File: config.mk
export PLATFORM = sky130hd
export DESIGN_NAME = txen_sequencer
export DESIGN_NICKNAME = d
export VERILOG_FILES = /design/src/rtl/txen_pkg.sv /design/src/rtl/txen_cts_sync.sv /design/src/rtl/txen_delay_ctr.sv /design/src/rtl/txen_phase_fsm.sv /design/src/rtl/txen_sequencer.sv
export SDC_FILE = /design/constraint.sdc
export NUM_CORES = 1
export LEC_CHECK = 0
export ABC_AREA = 0
export BUFFER_PORTS_ARGS = -buffer_cell sky130_fd_sc_hd__buf_2
export CAP_MARGIN = 30
export CORE_AREA = 2 2 50 52
export DETAILED_ROUTE_END_ITERATION = 12
export DIE_AREA = 0 0 52 54
export MAX_ROUTING_LAYER = met4
export PLACE_DENSITY_LB_ADDON = 0.15
export SLEW_MARGIN = 10
export SYNTH_ARGS = -nofsm -noshare
export SYNTH_HDL_FRONTEND = slang
export SYNTH_HIERARCHICAL = 1
export SYNTH_SLANG_ARGS = --single-unit
File: constraint.sdc
create_clock -name clk -period 4.03 [get_ports clk]
set_clock_uncertainty 0.05 [all_clocks]
set_input_delay 0.2015 -clock clk [delete_from_list [all_inputs] [get_ports clk]]
set_output_delay 0.2015 -clock clk [all_outputs]
set_load 0.02 [all_outputs]
File: src/rtl/txen_pkg.sv
package txen_pkg;
  typedef enum logic [1:0] {
    PH_IDLE = 2'd0,
    PH_LEAD = 2'd1,
    PH_SEND = 2'd2,
    PH_HOLD = 2'd3
  } phase_e;
endpackage

File: src/rtl/txen_cts_sync.sv
module txen_cts_sync #(
  parameter int STAGES = 2
) (
  input  logic clk,
  input  logic rst_n,
  input  logic d,
  output logic q
);
  generate
    if (STAGES <= 1) begin : g_single
      logic s0;
      always_ff @(posedge clk or negedge rst_n) begin
        if (!rst_n) s0 <= 1'b0;
        else        s0 <= d;
      end
      assign q = s0;
    end else begin : g_chain
      logic [STAGES-1:0] chain;
      always_ff @(posedge clk or negedge rst_n) begin
        if (!rst_n) chain <= '0;
        else        chain <= {chain[STAGES-2:0], d};
      end
      assign q = chain[STAGES-1];
    end
  endgenerate
endmodule

File: src/rtl/txen_delay_ctr.sv
module txen_delay_ctr #(
  parameter int CNT_W = 8
) (
  input  logic             clk,
  input  logic             rst_n,
  input  logic             sel_sys,
  input  logic             sys_tick,
  input  logic             baud_tick,
  input  logic             load,
  input  logic [CNT_W-1:0] load_val,
  output logic             last
);
  logic             tick;
  logic [CNT_W-1:0] remain;

  assign tick = sel_sys ? sys_tick : baud_tick;

  always_ff @(posedge clk or negedge rst_n) begin
    if (!rst_n)                         remain <= '0;
    else if (load)                      remain <= load_val;
    else if (tick && (remain != '0))    remain <= remain - 1'b1;
  end

  // final tick of a running count
  assign last = !load && tick && (remain == CNT_W'(1));
endmodule

File: src/rtl/txen_phase_fsm.sv
module txen_phase_fsm
  import txen_pkg::*;
(
  input  logic   clk,
  input  logic   rst_n,
  input  logic   auto_en,
  input  logic   txq_nonempty,
  input  logic   tx_busy,
  input  logic   lead_zero,
  input  logic   lag_zero,
  input  logic   ctr_last,
  output phase_e phase,
  output logic   ctr_load,
  output logic   pick_lag
);
  phase_e nxt;

  always_comb begin
    nxt      = phase;
    ctr_load = 1'b0;
    pick_lag = 1'b0;
    if (!auto_en) begin
      nxt = PH_IDLE;
    end else begin
      unique case (phase)
        PH_IDLE: if (txq_nonempty) begin
          if (lead_zero) nxt = PH_SEND;
          else begin
            nxt      = PH_LEAD;
            ctr_load = 1'b1;
          end
        end
        PH_LEAD: if (ctr_last) nxt = PH_SEND;
        PH_SEND: if (!txq_nonempty && !tx_busy) begin
          if (lag_zero) nxt = PH_IDLE;
          else begin
            nxt      = PH_HOLD;
            ctr_load = 1'b1;
            pick_lag = 1'b1;
          end
        end
        PH_HOLD: begin
          if (txq_nonempty || tx_busy) nxt = PH_SEND;
          else if (ctr_last)           nxt = PH_IDLE;
        end
        default: nxt = PH_IDLE;
      endcase
    end
  end

  always_ff @(posedge clk or negedge rst_n) begin
    if (!rst_n) phase <= PH_IDLE;
    else        phase <= nxt;
  end
endmodule

File: src/rtl/txen_sequencer.sv
module txen_sequencer
  import txen_pkg::*;
#(
  parameter int CNT_W       = 8,
  parameter int SYNC_STAGES = 2
) (
  input  logic             clk,
  input  logic             rst_n,
  input  logic             cfg_auto,
  input  logic             cfg_sw_level,
  input  logic             cfg_count_clk,
  input  logic [CNT_W-1:0] cfg_lead,
  input  logic [CNT_W-1:0] cfg_lag,
  input  logic             cfg_rts_high,
  input  logic             cfg_cts_gate,
  input  logic             cfg_cts_high,
  input  logic             sys_tick,
  input  logic             baud_tick,
  input  logic             txq_nonempty,
  input  logic             tx_busy,
  input  logic             cts_in,
  output logic             rts_out,
  output logic             start_ok
);
  phase_e           phase;
  logic             ctr_load, pick_lag, ctr_last;
  logic [CNT_W-1:0] load_val;
  logic             cts_s, cts_ok, rts_logic;

  assign load_val = pick_lag ? cfg_lag : cfg_lead;

  txen_delay_ctr #(.CNT_W(CNT_W)) u_ctr (
    .clk      (clk),
    .rst_n    (rst_n),
    .sel_sys  (cfg_count_clk),
    .sys_tick (sys_tick),
    .baud_tick(baud_tick),
    .load     (ctr_load),
    .load_val (load_val),
    .last     (ctr_last)
  );

  txen_phase_fsm u_fsm (
    .clk         (clk),
    .rst_n       (rst_n),
    .auto_en     (cfg_auto),
    .txq_nonempty(txq_nonempty),
    .tx_busy     (tx_busy),
    .lead_zero   (cfg_lead == '0),
    .lag_zero    (cfg_lag == '0),
    .ctr_last    (ctr_last),
    .phase       (phase),
    .ctr_load    (ctr_load),
    .pick_lag    (pick_lag)
  );

  txen_cts_sync #(.STAGES(SYNC_STAGES)) u_cts (
    .clk  (clk),
    .rst_n(rst_n),
    .d    (cts_in),
    .q    (cts_s)
  );

  assign cts_ok    = !cfg_cts_gate || (cts_s == cfg_cts_high);
  assign rts_logic = cfg_auto ? (phase != PH_IDLE) : cfg_sw_level;
  assign rts_out   = rts_logic ~^ cfg_rts_high;
  assign start_ok  = (cfg_auto ? (phase == PH_SEND) : 1'b1) && cts_ok;
endmodule

==> results.json, run 1 <==
{
  "antennaDiodeCount": 0,
  "ys_seq_elements": 12,
  "fmax_ghz": 0.385,
  "cpPeakStageDelay_ns": 0.51,
  "core_um2": 2320,
  "finish.instance_area_um2": 1220,
  "finalCritPeriodShare": 0.645,
  "maxSlewHeadroom": 0.666,
  "syn_area_per_cell_um2": 9.08,
  "pwr-share-seq": 0.421,
  "end_kind": "flop",
  "dieArea_um2": 2810,
  "drive_above_1_share": 0.352,
  "initial_core_util": 0.423,
  "setup_violations": 0,
  "clk_latency_ns": 0.27,
  "path_clk_slew_ns": 0.07,
  "grt_setup_unrepaired": "no",
  "sw_frac_of_total": 0.412,
  "fin_nets": 175,
  "holdPathStages": 3,
  "hold_violations": 0,
  "place_hpwl_um": 1800,
  "p_switching_w": 0.000230,
  "critical_path.cell_chain": "nor3b_2 > or4b_4 > nand2_1 > nor3_1 > and4b_1 > nand2b_1 > o32ai_1 > o211ai_1 > o41ai_1",
  "p_leak_nw": 0.540,
  "layout_min_cycle_time_ns": 2.60,
  "wl_per_cell_um": 13.3,
  "drv_slew": 0,
  "drtIter0Drc": 17,
  "p_int_w": 0.000328,
  "utilization": 0.524,
  "h-tree-depth": 1,
  "criticalPathCategory": "reg2reg",
  "cts_resized": 0,
  "io_buffers": 30,
  "grtUsageTotal": 0.190,
  "grt_pass1_vias": 874,
  "avgViaCountPerCell": 5.42,
  "grt_pass1_wl_um": 3800,
  "num_vias": 933,
  "cts_root_buf": "clkbuf_4",
  "placed_area_um2": 1160,
  "finalSetupTns_ns": 0,
  "syn-instance-count": 108,
  "dieWidth_um": 52,
  "timing.max_cap.violations": 0,
  "cpMaxStageDelayCell": "or4b_4",
  "die_h_um": 54,
  "cts.sinks": 12,
  "cts_made_buffers": 3,
  "combPwrFrac": 0.412,
  "syn_nets": 140,
  "io_pins": 31,
  "syn_area_um2": 981,
  "place_ws_ns": 1.33,
  "nFillCells": 240,
  "gp_congestion": 0.822,
  "grt_max_degree": 14,
  "synth.distinct_cells": 41,
  "syn_to_final_growth_pct": 24.0,
  "worstMarginPinSlew_ns": 0.487,
  "status": "completed",
  "grt_overflow": 0,
  "cp-start-kind": "flop",
  "reg2reg_depth": 9,
  "p_clk_frac": 0.167,
  "antenna_found_initial": 0,
  "power.density_nw_per_um2": 459,
  "ys_seq_area_frac": 0.306,
  "min_path_type": "in2reg",
  "vdd_drop_max_uv": 299,
  "ys.flop_type": "dfrtp_1",
  "required_ns": 4.14,
  "rows": 18,
  "synth_warnings": 6,
  "critPathArrivalTime_ns": 2.71,
  "cts_tree": "done",
  "path_max_fanout": 13,
  "setup_ws_ns": 1.43,
  "synth-edff-count": 0,
  "routed_wl_um": 2290,
  "drt_first_pass_iters": 4,
  "drc_errors": 0,
  "synth-async-reset-ratio": 1.00,
  "drt.antenna.violating_nets": 0,
  "cts_buffer_depth": 2
}
what timing repair did:
| action | in CTS | in global routing |
|---|---|---|
| setup buffers | 0 | 0 |
| hold endpoints to repair | 13 | 0 |
| hold buffers | 2 | 0 |
cell usage after synthesis (2+ instances only):
library cell,count,area [um2]
nand2_1,13,48.8
nor3_1,3,15.0
o21ai_1,5,25.0
ha_1,3,37.5
dfrtp_1,12,300
o311ai_0,2,17.5
nand4_1,2,12.5
nand2b_1,4,25.0
mux2_2,10,113
nand3_1,2,10.0
xor2_1,3,26.3
or4_1,5,37.5
a21oi_1,3,15.0
nor2_1,6,22.5
inv_1,7,26.3
nor3b_1,2,15.0
a211oi_1,2,15.0
layer usage:
metal | vias to the layer above | track usage | wire [um]
met2 | 38 | 0.293 | 982
met4 | 0 | 0.105 | 24
met3 | 2 | 0.0250 | 140
met1 | 423 | 0.239 | 1150
li1 | 470 | - | -
met5 | - | - | 0
metrics by stage:
stage	hold WS, ns	instances	total power [W]
6_report	0.209	172	0.000558
5_1_grt	0.207	172	0.000610
4_1_cts	0.206	172	0.000560
3_5_place_dp	0.0487	166	0.000459
3_3_place_gp	0.0428	166	0.000458
2_1_floorplan	-0.144	108	0.000387
worst paths after layout:
kind / startpoint / to / slack (ns)
setup / recovery: u_fsm/phase[1] / u_fsm/phase[1] / 1.43
hold / removal: cfg_auto / u_fsm/phase[0] / 0.21
setup reg to reg: u_fsm/phase[1] / u_fsm/phase[1] / 1.43
hold reg to reg: u_cts/g_chain.chain[0] / u_cts/g_chain.chain[1] / 0.30
max in group asynchronous: rst_n / u_ctr/remain[6] / 3.42
min in group asynchronous: rst_n / u_cts/g_chain.chain[0] / 0.29
area by class of cell:
type / count / area [um2] / area share
Multi-Input combinational cell: 87 / 646 / 0.531
Sequential cell: 12 / 300 / 0.247
Timing Repair Buffer: 32 / 170 / 0.140
Tap cell: 30 / 37.5 / 0.0309
Clock buffer: 4 / 36.3 / 0.0298
Inverter: 7 / 26.3 / 0.0216
power by group through the flow:
stage	sequential [W]	combinational (W)	clock, W
global placement	0.000234	0.000224	0
floorplan	0.000217	0.000171	0
finish	0.000235	0.000230	0.0000934
CTS	0.000234	0.000229	0.0000973
detailed placement	0.000234	0.000225	0
global route	0.000243	0.000261	0.000105
cell usage in the layout (no fill, tap or decap), types with 3 or more instances in the layout:
cell type	Yosys	final
nand2b_1	4	4
nor2_1	6	6
mux2_2	10	10
xor2_1	3	3
buf_2	1	30
o21ai_1	5	5
dfrtp_1	12	12
nor3_1	3	3
or4_1	5	5
ha_1	3	3
a21oi_1	3	3
clkbuf_4	0	3
nand2_1	13	13
inv_1	7	7
critical path: cells and delay by family, from the launching register on:
kind | cells | cell delay, ns
simple gates | 6 | 1.60
flops | 1 | 0.47
compound gates | 3 | 0.38
cells by family (layout without fill, tap and decap cells):
| logic type | after synthesis | count (layout) | share of synthesized area |
|---|---|---|---|
| AOI/OAI and AO/OA | 24 | 24 | 0.176 |
| xor gates and xnor gates | 4 | 4 | 0.0357 |
| adders and majority gates | 3 | 3 | 0.0383 |
| buffers and inverters | 9 | 43 | 0.0357 |
| DFF | 12 | 12 | 0.306 |
| muxes | 11 | 11 | 0.125 |
| and+or+nand+nor | 45 | 45 | 0.283 |
sequential cells by signal, summed over array words and instances, names as in the netlist:
register	cells
u_ctr/remain	8
u_cts/g_chain.chain	2
u_fsm/phase	2
No activity file was read; power rests on OpenSTA's default activity.
==> run 2, diff against run 1 <==
==> constraint.sdc (replaced) <==
create_clock -name clk -period 2.2 [get_ports clk]
set_clock_uncertainty 0.05 [all_clocks]
set_input_delay 0.11 -clock clk [delete_from_list [all_inputs] [get_ports clk]]
set_output_delay 0.11 -clock clk [all_outputs]
set_load 0.02 [all_outputs]
==> results.json, run 2 (same netlist as run 1, synthesis figures left out) <==
{
  "status": "completed",
  "placed_area_um2": 1220,
  "crit_family": "simple AND/OR/NAND/NOR gates",
  "timing.max_cap.violations": 0,
  "finalSetupTns_ns": 0,
  "finish.instance_area_um2": 1330,
  "drv_slew": 0,
  "grtUsageTotal": 0.182,
  "crit_cells": 10,
  "h-tree-depth": 1,
  "initial_core_util": 0.423,
  "pwr-share-seq": 0.392,
  "vdd_drop_max_uv": 606,
  "setup_violations": 0,
  "power.density_nw_per_um2": 797,
  "cpMaxStageDelayCell": "dfrtp_1",
  "drive_above_1_share": 0.437,
  "grt_pass1_vias": 861,
  "io_pins": 31,
  "finalCritPeriodShare": 0.953,
  "r2r-start": "u_fsm/phase[1]",
  "core_um2": 2320,
  "min_path_type": "in2reg",
  "worstMarginPinSlew_ns": 0.532,
  "critical_path.cell_chain": "buf_6 > and2b_2 > nor3b_2 > nand2_1 > nand2_2 > nor3_2 > and4b_1 > nand2b_4 > o32ai_2 > o41ai_2",
  "crit_path_start": "u_fsm/phase[1]",
  "io_buffers": 30,
  "cp-start-kind": "flop",
  "path_max_fanout": 3,
  "p_switching_w": 0.000429,
  "grt_pass1_wl_um": 3590,
  "sw_frac_of_total": 0.405,
  "largest_registers": "u_ctr/remain (8), u_cts/g_chain.chain (2), u_fsm/phase (2)",
  "hold_violations": 0,
  "reg2reg_depth": 10,
  "ff2ff_setup_slack_ns": 0.10,
  "drtIter0Drc": 17,
  "cpPeakStageDelay_ns": 0.38,
  "place_hpwl_um": 1910,
  "die_h_um": 54,
  "layout_common_cells": "30 x buf_2, 12 x nand2_1, 12 x dfrtp_1",
  "crit_end": "u_fsm/phase[1]",
  "cts_buffer_depth": 2,
  "fin_nets": 184,
  "grt_overflow": 0,
  "num_vias": 977,
  "combPwrFrac": 0.435,
  "gp_congestion": 0.828,
  "largest_register_ffs": 8,
  "drc_errors": 0,
  "final_common_cell": "buf_2",
  "cts_made_buffers": 3,
  "routed_wl_um": 2410,
  "dieArea_um2": 2810,
  "p_leak_nw": 0.604,
  "critPathArrivalTime_ns": 2.23,
  "antenna_found_initial": 0,
  "crit_buf_inv": 1,
  "criticalPathCategory": "reg2reg",
  "regMostFlops": "u_ctr/remain",
  "end_kind": "flop",
  "drt.antenna.violating_nets": 0,
  "required_ns": 2.33,
  "rows": 18,
  "cts.sinks": 12,
  "reg2reg_to": "u_fsm/phase[1]",
  "clk_latency_ns": 0.28,
  "p_clk_frac": 0.172,
  "avgViaCountPerCell": 5.40,
  "layout_min_cycle_time_ns": 2.10,
  "cts_tree": "done",
  "wl_per_cell_um": 13.3,
  "drt_first_pass_iters": 4,
  "p_int_w": 0.000630,
  "path_clk_slew_ns": 0.08,
  "grt_max_degree": 13,
  "maxSlewHeadroom": 0.635,
  "antennaDiodeCount": 0,
  "fmax_ghz": 0.477,
  "cts_root_buf": "clkbuf_4",
  "syn_to_final_growth_pct": 35.5,
  "dieWidth_um": 52
}
-- run 2: cell count changes in the layout (fill, tap and decap cells not counted), sizes merged --
cell	change
buf	+9
-- run 2: worst min-delay path by stage --
stage / start / to / slack (ns) / cells after the start
3_5_place_dp: rst_n / u_cts/g_chain.chain[1] / -0.04 / 1
6_report: cfg_auto / u_fsm/phase[0] / 0.11 / 3
4_1_cts: cfg_auto / u_fsm/phase[0] / 0.10 / 3
5_1_grt: cfg_auto / u_fsm/phase[0] / 0.10 / 3
2_1_floorplan: rst_n / u_ctr/remain[0] / -0.24 / 0
3_3_place_gp: rst_n / u_cts/g_chain.chain[0] / -0.05 / 1
-- run 2: repair_timing --
item | CTS | global route
gates resized for setup | 0 | 9
hold buffers | 2 | 0
endpoints found under the setup margin | 0 | 7
hold endpoints to repair | 13 | 0
setup buffers | 0 | 1
-- run 2: layer usage --
layer,share of wire,wire length (um),vias up,global-route usage
li1,-,-,492,-
met1,0.47,1130,452,0.221
met2,0.46,1100,28,0.295
met3,0.049,119,5,0.00833
met4,0.023,56,0,0.118
met5,0,0,-,-
-- run 2: final cells by class --
cell class	count	area, um2
multi-input combinational	87	687
fill	217	991
sequential	12	300
timing repair buffer	41	241
tap	30	37.5
clock buffer	4	36.3
inverter	7	26.3
-- run 2: worst reg2reg max path: cells and delay by family, from the launching register on --
kind            cells  cell delay, ns
simple gates        7            1.06
compound gates      2            0.39
flops               1            0.38
buf+inv             1            0.11
-- run 2: power groups by stage --
| stage | registers (W) | logic (W) | clock network, W |
|---|---|---|---|
| 3_3_place_gp | 0.000415 | 0.000430 | 0 |
| 6_report | 0.000416 | 0.000461 | 0.000182 |
| 4_1_cts | 0.000413 | 0.000440 | 0.000187 |
| 2_1_floorplan | 0.000397 | 0.000313 | 0 |
| 3_5_place_dp | 0.000416 | 0.000435 | 0 |
| 5_1_grt | 0.000430 | 0.000514 | 0.000201 |
-- run 2: stage by stage --
step                hold slack, ns  setup WS [ns]   util  cells  total power (W)
finish                       0.107          0.104  0.573    181          0.00106
global route                 0.103        -0.0121  0.573    181          0.00114
CTS                          0.103         0.0723  0.550    180          0.00104
detailed placement         -0.0361        -0.0596  0.526    174         0.000850
global placement           -0.0454         0.0261  0.526    174         0.000846
floorplan                   -0.236          0.111      -    108         0.000710
==> run 3, diff against run 2 <==
--- a/config.mk
+++ b/config.mk
@@ -8,9 +8,9 @@
 export ABC_AREA = 0
 export BUFFER_PORTS_ARGS = -buffer_cell sky130_fd_sc_hd__buf_2
 export CAP_MARGIN = 30
-export CORE_AREA = 2 2 50 52
+export CORE_AREA = 2 2 51 53
 export DETAILED_ROUTE_END_ITERATION = 12
-export DIE_AREA = 0 0 52 54
+export DIE_AREA = 0 0 53 55
 export MAX_ROUTING_LAYER = met4
 export PLACE_DENSITY_LB_ADDON = 0.15
 export SLEW_MARGIN = 10
==> results.json, run 3 (same netlist as run 1, synthesis figures left out) <==
{
  "status": "completed",
  "avgViaCountPerCell": 5.46,
  "io_buffers": 30,
  "sw_frac_of_total": 0.403,
  "h-tree-depth": 1,
  "reg2reg_depth": 9,
  "clk_latency_ns": 0.28,
  "cts_tree": "done",
  "finalCritPeriodShare": 0.960,
  "drive_above_1_share": 0.407,
  "hold_violations": 0,
  "drt.antenna.violating_nets": 0,
  "p_leak_nw": 0.588,
  "layout_min_cycle_time_ns": 2.11,
  "required_ns": 2.31,
  "cts.sinks": 12,
  "final_common_cell": "buf_2",
  "vdd_drop_max_uv": 620,
  "layout_common_cells": "30 x buf_2, 13 x nand2_1, 12 x dfrtp_1",
  "end_kind": "flop",
  "grt_pass1_wl_um": 3820,
  "rows": 18,
  "grtUsageTotal": 0.184,
  "path_clk_slew_ns": 0.08,
  "antennaDiodeCount": 0,
  "drv_slew": 0,
  "regMostFlops": "u_ctr/remain",
  "largest_registers": "u_ctr/remain (8), u_cts/g_chain.chain (2), u_fsm/phase (2)",
  "drt_first_pass_iters": 4,
  "grt_overflow": 0,
  "dieWidth_um": 53,
  "cts_buffer_depth": 2,
  "fin_nets": 183,
  "worstMarginPinSlew_ns": 0.507,
  "cts_made_buffers": 3,
  "wl_per_cell_um": 13.0,
  "p_switching_w": 0.000424,
  "initial_core_util": 0.415,
  "dieArea_um2": 2920,
  "holdPathStages": 3,
  "placed_cells": 174,
  "largest_register_ffs": 8,
  "maxSlewHeadroom": 0.652,
  "grt_setup_unrepaired": "yes",
  "cts_root_buf": "clkbuf_4",
  "min_path_type": "in2reg",
  "p_clk_frac": 0.171,
  "routed_wl_um": 2350,
  "pwr-share-seq": 0.394,
  "path_max_fanout": 3,
  "num_vias": 983,
  "criticalPathCategory": "reg2reg",
  "place_hpwl_um": 1900,
  "cp-start-kind": "flop",
  "die_h_um": 55,
  "drtIter0Drc": 15,
  "core_um2": 2360,
  "syn_to_final_growth_pct": 31.8,
  "drc_errors": 0,
  "p_int_w": 0.000629,
  "timing.max_cap.violations": 0,
  "setup_violations": 0,
  "gp_congestion": 0.873,
  "grt_pass1_vias": 920,
  "p_total_w": 0.00105,
  "antenna_found_initial": 0,
  "finalSetupTns_ns": 0,
  "grt_max_degree": 13,
  "power.density_nw_per_um2": 815,
  "fmax_ghz": 0.474,
  "io_pins": 31,
  "combPwrFrac": 0.435,
  "ff2ff_setup_slack_ns": 0.09,
  "critPathArrivalTime_ns": 2.23,
  "final_cells": 180
}
[run 3: cell count changes in the layout (fill, tap and decap cells not counted)]
cell and change:
o41ai_1 +1, buf_6 -1, nand2_2 -1, o41ai_2 -1, o32ai_2 -1, nand2b_1 +1, o32ai_1 +1, nand2_1 +1
nand2b_4 -1
[run 3: worst paths after layout]
| kind | from | end |
|---|---|---|
| max | u_fsm/phase[1] | u_fsm/phase[1] |
| min | cfg_auto | u_fsm/phase[0] |
| max reg2reg | u_fsm/phase[1] | u_fsm/phase[1] |
| min reg2reg | u_cts/g_chain.chain[0] | u_cts/g_chain.chain[1] |
| max in group asynchronous | rst_n | u_ctr/remain[6] |
| min in group asynchronous | rst_n | u_cts/g_chain.chain[0] |
[run 3: timing repair]
item | in CTS | in global routing
setup buffers | 0 | 0
endpoints found under the hold margin | 13 | 0
gates resized for setup | 0 | 4
hold buffers | 2 | 0
endpoints found under the setup margin | 0 | 5
[run 3: area by class of cell]
class                           count  area (um2)
Sequential cell                    12         300
Tap cell                           30        37.5
Clock buffer                        4        36.3
Fill cell                         229        1070
Inverter                            7        26.3
Timing Repair Buffer               40         230
Multi-Input combinational cell     87         662
[run 3: critical path, cell delays in order (launching register included)]
cell and delay [ns]:
dfrtp_1 0.35, nor3b_4 0.23, or4b_4 0.49, nand2_1 0.11, nor3_2 0.06, and4b_1 0.19, nand2b_1 0.15, o32ai_1 0.16
o211ai_1 0.13, o41ai_1 0.08
[run 3: layer usage]
metal  global-route usage  routed length (um)  up-vias  part of all wire
met1                0.233                1060      453              0.45
met4               0.0897                  59        0             0.025
met2                0.304                1070       37              0.45
met5                    -                   0        -                 0
li1                     -                   -      487                 -
met3              0.00806                 163        6             0.069
[run 3: power groups by stage]
stage / clock (W) / sequential (W) / combinational (W)
after floorplan: 0 / 0.000397 / 0.000313
after global placement: 0 / 0.000416 / 0.000440
after detailed placement: 0 / 0.000416 / 0.000444
after CTS: 0.000187 / 0.000412 / 0.000450
after global routing: 0.000192 / 0.000431 / 0.000517
final: 0.000180 / 0.000415 / 0.000458
[run 3: through the flow]
step           setup slack (ns)  instance area [um2]   util  hold slack (ns)
6_report                 0.0888                 1290  0.547            0.102
5_1_grt                 -0.0327                 1290  0.547            0.118
3_3_place_gp             0.0172                 1220  0.516          -0.0438
3_5_place_dp            -0.0825                 1220  0.516          -0.0396
2_1_floorplan             0.111                  981      -           -0.236
4_1_cts                  0.0545                 1280  0.540           0.0947
